`src/rtl/gpio_irq_pkg.sv`:
```
package gpio_irq_pkg;

  localparam int unsigned GPIO_AW = 5;

  localparam logic [GPIO_AW-1:0] OFS_DOUT  = 5'h00;
  localparam logic [GPIO_AW-1:0] OFS_DIR   = 5'h04;
  localparam logic [GPIO_AW-1:0] OFS_HOLE  = 5'h08;
  localparam logic [GPIO_AW-1:0] OFS_POL   = 5'h0C;
  localparam logic [GPIO_AW-1:0] OFS_DIN   = 5'h10;
  localparam logic [GPIO_AW-1:0] OFS_ECAP  = 5'h14;
  localparam logic [GPIO_AW-1:0] OFS_EEN   = 5'h18;
  localparam logic [GPIO_AW-1:0] OFS_LEN   = 5'h1C;

endpackage

```
`src/rtl/gpio_irq_sync.sv`:
```
module gpio_irq_sync #(
  parameter int unsigned WIDTH  = 32,
  parameter int unsigned STAGES = 2
) (
  input  logic             clk,
  input  logic             rst_n,
  input  logic [WIDTH-1:0] d,
  output logic [WIDTH-1:0] q
);

  logic [WIDTH-1:0] stage_q [STAGES];
  logic [WIDTH-1:0] stage_d [STAGES];

  generate
    for (genvar s = 0; s < STAGES; s++) begin : g_stage
      if (s == 0) begin : g_first
        always_comb stage_d[s] = d;
      end else begin : g_next
        always_comb stage_d[s] = stage_q[s-1];
      end

      always_ff @(posedge clk or negedge rst_n) begin
        if (!rst_n) stage_q[s] <= '0;
        else        stage_q[s] <= stage_d[s];
      end
    end
  endgenerate

  assign q = stage_q[STAGES-1];

endmodule

```
`src/rtl/gpio_irq_regs.sv`:
```
module gpio_irq_regs
  import gpio_irq_pkg::*;
#(
  parameter int unsigned N_PINS = 32
) (
  input  logic               clk,
  input  logic               rst_n,
  input  logic               bus_sel,
  input  logic               bus_wr,
  input  logic [GPIO_AW-1:0] bus_addr,
  input  logic [N_PINS-1:0]  bus_wdata,
  output logic [N_PINS-1:0]  bus_rdata,
  input  logic [N_PINS-1:0]  din,
  input  logic [N_PINS-1:0]  ecap_q,
  output logic [N_PINS-1:0]  dout_q,
  output logic [N_PINS-1:0]  dir_q,
  output logic [N_PINS-1:0]  pol_q,
  output logic [N_PINS-1:0]  een_q,
  output logic [N_PINS-1:0]  len_q,
  output logic               pol_we,
  output logic               ecap_we
);

  logic wr_en;
  logic dout_we, dir_we, een_we, len_we;

  always_comb begin
    wr_en   = bus_sel && bus_wr;
    dout_we = wr_en && (bus_addr == OFS_DOUT);
    dir_we  = wr_en && (bus_addr == OFS_DIR);
    pol_we  = wr_en && (bus_addr == OFS_POL);
    ecap_we = wr_en && (bus_addr == OFS_ECAP);
    een_we  = wr_en && (bus_addr == OFS_EEN);
    len_we  = wr_en && (bus_addr == OFS_LEN);
  end

  always_ff @(posedge clk or negedge rst_n) begin
    if (!rst_n) begin
      dout_q <= '0;
      dir_q  <= '1;
      pol_q  <= '0;
      een_q  <= '0;
      len_q  <= '0;
    end else begin
      if (dout_we) dout_q <= bus_wdata;
      if (dir_we)  dir_q  <= bus_wdata;
      if (pol_we)  pol_q  <= bus_wdata;
      if (een_we)  een_q  <= bus_wdata;
      if (len_we)  len_q  <= bus_wdata;
    end
  end

  always_comb begin
    unique case (bus_addr)
      OFS_DOUT: bus_rdata = dout_q;
      OFS_DIR:  bus_rdata = dir_q;
      OFS_POL:  bus_rdata = pol_q;
      OFS_DIN:  bus_rdata = din;
      OFS_ECAP: bus_rdata = ecap_q;
      OFS_EEN:  bus_rdata = een_q;
      OFS_LEN:  bus_rdata = len_q;
      default:  bus_rdata = '0;
    endcase
  end

endmodule

```
`src/rtl/gpio_irq_cause.sv`:
```
module gpio_irq_cause #(
  parameter int unsigned N_PINS   = 32,
  parameter int unsigned GRP_SIZE = 8,
  localparam int unsigned N_GRP   = N_PINS / GRP_SIZE
) (
  input  logic              clk,
  input  logic              rst_n,
  input  logic [N_PINS-1:0] sync_in,
  input  logic [N_PINS-1:0] pol_q,
  input  logic              pol_we,
  input  logic              ecap_we,
  input  logic [N_PINS-1:0] wdata,
  input  logic [N_PINS-1:0] dir_q,
  input  logic [N_PINS-1:0] een_q,
  input  logic [N_PINS-1:0] len_q,
  output logic [N_PINS-1:0] adj,
  output logic [N_PINS-1:0] ecap_q,
  output logic [N_GRP-1:0]  irq_grp
);

  logic [N_PINS-1:0] prev_q, prev_d;
  logic [N_PINS-1:0] rise;
  logic [N_PINS-1:0] ecap_d;
  logic [N_PINS-1:0] total;

  always_comb begin
    adj    = sync_in ^ pol_q;
    rise   = adj & ~prev_q;
    // a polarity write reloads history with the value it will produce
    prev_d = pol_we ? (sync_in ^ wdata) : adj;
    ecap_d = (ecap_we ? (ecap_q & wdata) : ecap_q) | rise;
    total  = ((adj & len_q) | (ecap_q & een_q)) & dir_q;
  end

  always_ff @(posedge clk or negedge rst_n) begin
    if (!rst_n) begin
      prev_q <= '0;
      ecap_q <= '0;
    end else begin
      prev_q <= prev_d;
      ecap_q <= ecap_d;
    end
  end

  generate
    for (genvar g = 0; g < N_GRP; g++) begin : g_fold
      assign irq_grp[g] = |total[g*GRP_SIZE +: GRP_SIZE];
    end
  endgenerate

endmodule

```
`src/rtl/gpio_irq_ctrl.sv`:
```
module gpio_irq_ctrl
  import gpio_irq_pkg::*;
#(
  parameter int unsigned N_PINS   = 32,
  parameter int unsigned GRP_SIZE = 8,
  parameter int unsigned SYNC_LEN = 2,
  localparam int unsigned N_GRP   = N_PINS / GRP_SIZE
) (
  input  logic               clk,
  input  logic               rst_n,
  input  logic [N_PINS-1:0]  pin_in,
  output logic [N_PINS-1:0]  pin_out,
  output logic [N_PINS-1:0]  pin_oe,
  input  logic               bus_sel,
  input  logic               bus_wr,
  input  logic [GPIO_AW-1:0] bus_addr,
  input  logic [N_PINS-1:0]  bus_wdata,
  output logic [N_PINS-1:0]  bus_rdata,
  output logic [N_GRP-1:0]   irq_grp
);

  logic [1:0]        rst_pipe_q;
  logic              rst_sync_n;
  logic [N_PINS-1:0] sync_in, adj, ecap_q;
  logic [N_PINS-1:0] dout_q, dir_q, pol_q, een_q, len_q;
  logic              pol_we, ecap_we;

  always_ff @(posedge clk or negedge rst_n) begin
    if (!rst_n) rst_pipe_q <= 2'b00;
    else        rst_pipe_q <= {rst_pipe_q[0], 1'b1};
  end
  assign rst_sync_n = rst_pipe_q[1];

  gpio_irq_sync #(.WIDTH(N_PINS), .STAGES(SYNC_LEN)) u_sync (
    .clk(clk), .rst_n(rst_sync_n), .d(pin_in), .q(sync_in)
  );

  gpio_irq_regs #(.N_PINS(N_PINS)) u_regs (
    .clk(clk), .rst_n(rst_sync_n),
    .bus_sel(bus_sel), .bus_wr(bus_wr), .bus_addr(bus_addr),
    .bus_wdata(bus_wdata), .bus_rdata(bus_rdata),
    .din(adj), .ecap_q(ecap_q),
    .dout_q(dout_q), .dir_q(dir_q), .pol_q(pol_q),
    .een_q(een_q), .len_q(len_q),
    .pol_we(pol_we), .ecap_we(ecap_we)
  );

  gpio_irq_cause #(.N_PINS(N_PINS), .GRP_SIZE(GRP_SIZE)) u_cause (
    .clk(clk), .rst_n(rst_sync_n),
    .sync_in(sync_in), .pol_q(pol_q), .pol_we(pol_we),
    .ecap_we(ecap_we), .wdata(bus_wdata),
    .dir_q(dir_q), .een_q(een_q), .len_q(len_q),
    .adj(adj), .ecap_q(ecap_q), .irq_grp(irq_grp)
  );

  assign pin_out = dout_q;
  assign pin_oe  = ~dir_q;

endmodule

```
`config.mk`:
```
export PLATFORM = sky130hd
export DESIGN_NAME = gpio_irq_ctrl
export DESIGN_NICKNAME = d
export VERILOG_FILES = /design/src/rtl/gpio_irq_pkg.sv /design/src/rtl/gpio_irq_sync.sv /design/src/rtl/gpio_irq_regs.sv /design/src/rtl/gpio_irq_cause.sv /design/src/rtl/gpio_irq_ctrl.sv
export SDC_FILE = /design/constraint.sdc
export NUM_CORES = 1
export LEC_CHECK = 0
export BUFFER_PORTS_ARGS = -buffer_cell sky130_fd_sc_hd__buf_2
export CORE_MARGIN = 10
export CORE_UTILIZATION = 48
export DETAILED_ROUTE_END_ITERATION = 7
export GPL_TIMING_DRIVEN = 1
export PLACE_DENSITY = 0.71
export RECOVER_POWER = 100
export SETUP_SLACK_MARGIN = 0.1
export SLEW_MARGIN = 5
export SYNTH_ARGS = -nofsm -noshare
export SYNTH_HDL_FRONTEND = slang
export SYNTH_SLANG_ARGS = --single-unit
```
`constraint.sdc`:
```
create_clock -name clk -period 7.85 [get_ports clk]
set_input_delay 0.785 -clock clk [delete_from_list [all_inputs] [get_ports clk]]
set_output_delay 0.785 -clock clk [all_outputs]
set_load 0.03 [all_outputs]
```
==> impl_metrics.csv <==
group,metric,value,unit
synth,yosysUniqueCellTypes,38,
power_and_ir_drop,ir_drop,208.6,uV
power_and_ir_drop,p_comb_share,15.4,%
routing,vias,9233,
cts,cts-hold-fix-buffers,1,
worst_hold_path,min_path_cells,1,
final_layout,n_fill_cell,2225,
routing,firstDrtPassIters,5,
synth,synthCells,1082,
power_and_ir_drop,clkPwrFrac,37.3,%
placed_design,port_buffers,172,
critical_path,critPathKind,"input pin to primary output",
outcome,status,"finished, violations left",
critical_path,path_cells,"clkbuf_1, or3b_1, nor2_1, a221oi_1, nand3_1, clkbuf_1",
critical_path,r2r_slack,5.06,ns
critical_path,endpoint_kind,"primary output",
synth,syn-cell-area,12660,sq um
final_layout,final_cell_mix,"258 x dfrtp_1, 104 x o21ai_0, 100 x buf_2",
power_and_ir_drop,power,3882,uW
floorplan,io_pins,173,
critical_path,ff2ff_path_depth,1,
global_route,grtUsageTotal,20.51,%
critical_path,cp_common_cell,"clkbuf_1",
cts,cts_buffers,30,
global_route,grt_max_degree,86,
floorplan,initial_core_util,48.71,%
critical_path,startpoint_type,"input pin",
routing,antenna_left,0,
routing,wirelength,35170,um
cts,root_buffer,"clkbuf_16",
synth,synth.net_count,1155,
power_and_ir_drop,p_seq_share,47.4,%
critical_path,cp_slowest_stage_delay,1.97,ns
sta,setup_violations,0,
sta,slew_violations,269,
cts,clock-sinks,290,
cts,ctsResizeCount,0,
sta,fin_tns_setup,0,ns
synth,synth-seq-area-share,57.65,%
critical_path,arrival,5.11,ns
routing,drtIter0Drc,771,
power_and_ir_drop,p_leak,0.006520,uW
critical_path,crit_fanout,23,
sta,setup_ws,1.954,ns
placed_design,dp_hpwl,22980,um
sta,rsz0062_at_grt,"no",
sta,tightest_slew,3.110,ns
synth,yosysWarningCount,0,
power_and_ir_drop,powerDensity,264.1,nW/um^2
synth,synthArstFlopShare,100.0,%
power_and_ir_drop,p_int,2760,uW
floorplan,core_area,25980,sq um
worst_hold_path,worst_hold_path_type,"input pin to flip-flop",
cts,cts_buffer_depth,3,
sta,min_period,5.896,ns
critical_path,startpoint,"bus_addr[4]",
cts,clk_pin_slew_worst_paths,0.06,ns
power_and_ir_drop,p_switching,1122,uW
sta,max_freq,0.1696,GHz
placed_design,place_ws,3.672,ns
floorplan,die_h,182.4,um
power_and_ir_drop,p_sw_share,28.89,%
synth,synth-edff-count,0,
sta,clock_skew,0.01505,ns
placed_design,gp_congestion,0.8413,
floorplan,rows,59,
worst_hold_path,min_from,"pin_in[21]",
cts,clk-insertion-delay-late,0.55,ns
outcome,violations,"capacitance limit, slew limit",
global_route,grt_pass1_wl,54790,um
critical_path,crit_required,7.07,ns
cts,cts_htree_levels,1,
global_route,grt_overflow,0,
global_route,grt_pass1_vias,9557,
sta,fin_crit_sh,75.10,%
routing,drc,0,
run,cap_violations,9,
final_layout,drive_gt1_share,20.63,%
cts,post_cts_buffers,0,
critical_path,crit_slowest_cell,"nor2_1",
synth,synth_seq_cells,290,
routing,routedWlPerCell,21.90,um
floorplan,die_x,182.4,um
final_layout,final_nets,1319,
sta,timing.slew.headroom,-108.9,%
routing,drt-vias-per-instance,5.749,
sta,hold_violations,0,
floorplan,die_area,33270,sq um
synth,syn_avg_cell_area,11.70,sq um
global_route,grt_antenna_before_repair,3,
final_layout,mostFrequentLayoutCell,"dfrtp_1",
synth,synthFlopType,"dfrtp_1",
final_layout,area_growth,16.13,%
critical_path,r2r-start,"rst_pipe_q[1]",
cts,cts_tree,"done",
## Yosys cell counts, types with 4 or more instances
cell type / n / area, sq um
a21oi_1: 23 / 115.1
a221oi_1: 23 / 201.4
a22oi_1: 54 / 405.4
buf_1: 6 / 22.52
buf_2: 7 / 35.03
buf_4: 4 / 30.03
clkbuf_1: 32 / 120.1
dfrtp_1: 258 / 6456
dfstp_2: 32 / 840.8
inv_1: 32 / 120.1
mux2_1: 30 / 337.8
mux2_2: 98 / 1104
mux2i_1: 18 / 180.2
nand2_1: 92 / 345.3
nand3_1: 68 / 340.3
nand4_1: 8 / 50.05
nor2_1: 18 / 67.56
nor2b_1: 32 / 200.2
nor3_1: 10 / 50.05
o21ai_0: 104 / 520.5
o22a_1: 8 / 70.07
o22ai_1: 16 / 100.1
or3b_2: 23 / 201.4
xnor2_1: 31 / 271.5
xor2_1: 33 / 289.0
## power groups by stage
stage                     logic, uW  clock network, uW  registers (uW)
after floorplan                 376                  0            1880
after global placement          611                  0            1860
after detailed placement        622                  0            1870
after CTS                       625               1480            1840
after global routing            651               1540            1860
final                           597               1450            1840
## critical path, delay by kind of cell
kind | cells | cell delay (ns)
AND/OR/NAND/NOR | 3 | 2.95
AO/OA/AOI/OAI | 1 | 0.35
buffers and inverters | 2 | 1.01
## area by class of cell
type	count	area (sq um)	share of cell area, %
sequential	290	7297	49.64
multi-input combinational	708	5000	34.01
clock buffer	42	867.1	5.898
timing repair buffer	184	844.6	5.745
tap	335	419.2	2.851
clock inverter	14	150.1	1.021
inverter	32	120.1	0.8171
antenna	1	2.502	0.01702
## flip-flops by register name (all words and copies together), names as in the netlist
signal	cells
u_regs.dout_q	32
u_regs.len_q	32
u_sync.stage_d	32
u_cause.ecap_q	32
rst_pipe_q	2
u_regs.pol_q	32
u_cause.prev_q	32
u_regs.een_q	32
u_sync.q	32
u_regs.dir_q	32
## cell families after synthesis
| kind of cell | after synthesis | synth area share [%] |
|---|---|---|
| flops | 290 | 57.65 |
| simple gates | 268 | 10.99 |
| compound gates | 229 | 11.24 |
| mux | 146 | 12.81 |
| buf+inv | 84 | 2.857 |
| xor+xnor | 64 | 4.428 |
| other cells | 1 | 0.02962 |
## worst paths after layout
kind,end
worst max-delay path,bus_rdata[14]
worst min-delay path,u_sync.stage_d[21]
worst max register to register,u_regs.een_q[6]
worst min register to register,u_sync.q[0]
max in group asynchronous,u_regs.een_q[6]
min in group asynchronous,rst_pipe_q[1]
## per-stage QoR
| stage | utilization (%) | hold WS (ns) | cells | instance area (sq um) |
|---|---|---|---|---|
| 2_1_floorplan | - | 0.3311 | 1082 | 12660 |
| 3_3_place_gp | 53.24 | 0.3325 | 1548 | 13830 |
| 3_5_place_dp | 53.24 | 0.3347 | 1548 | 13830 |
| 4_1_cts | 57.19 | 0.3118 | 1605 | 14860 |
| 5_1_grt | 56.57 | 0.3130 | 1606 | 14700 |
| 6_report | 56.57 | 0.3301 | 1606 | 14700 |
## metal layers
layer | vias up | routed length [um] | global-route usage (%)
met5 | - | 23 | 0
met4 | 4 | 562 | 4.491
met1 | 4635 | 15450 | 27.47
li1 | 4198 | - | -
met3 | 53 | 2438 | 4.985
met2 | 343 | 16700 | 33.09
(Power assumes the default switching activity.)
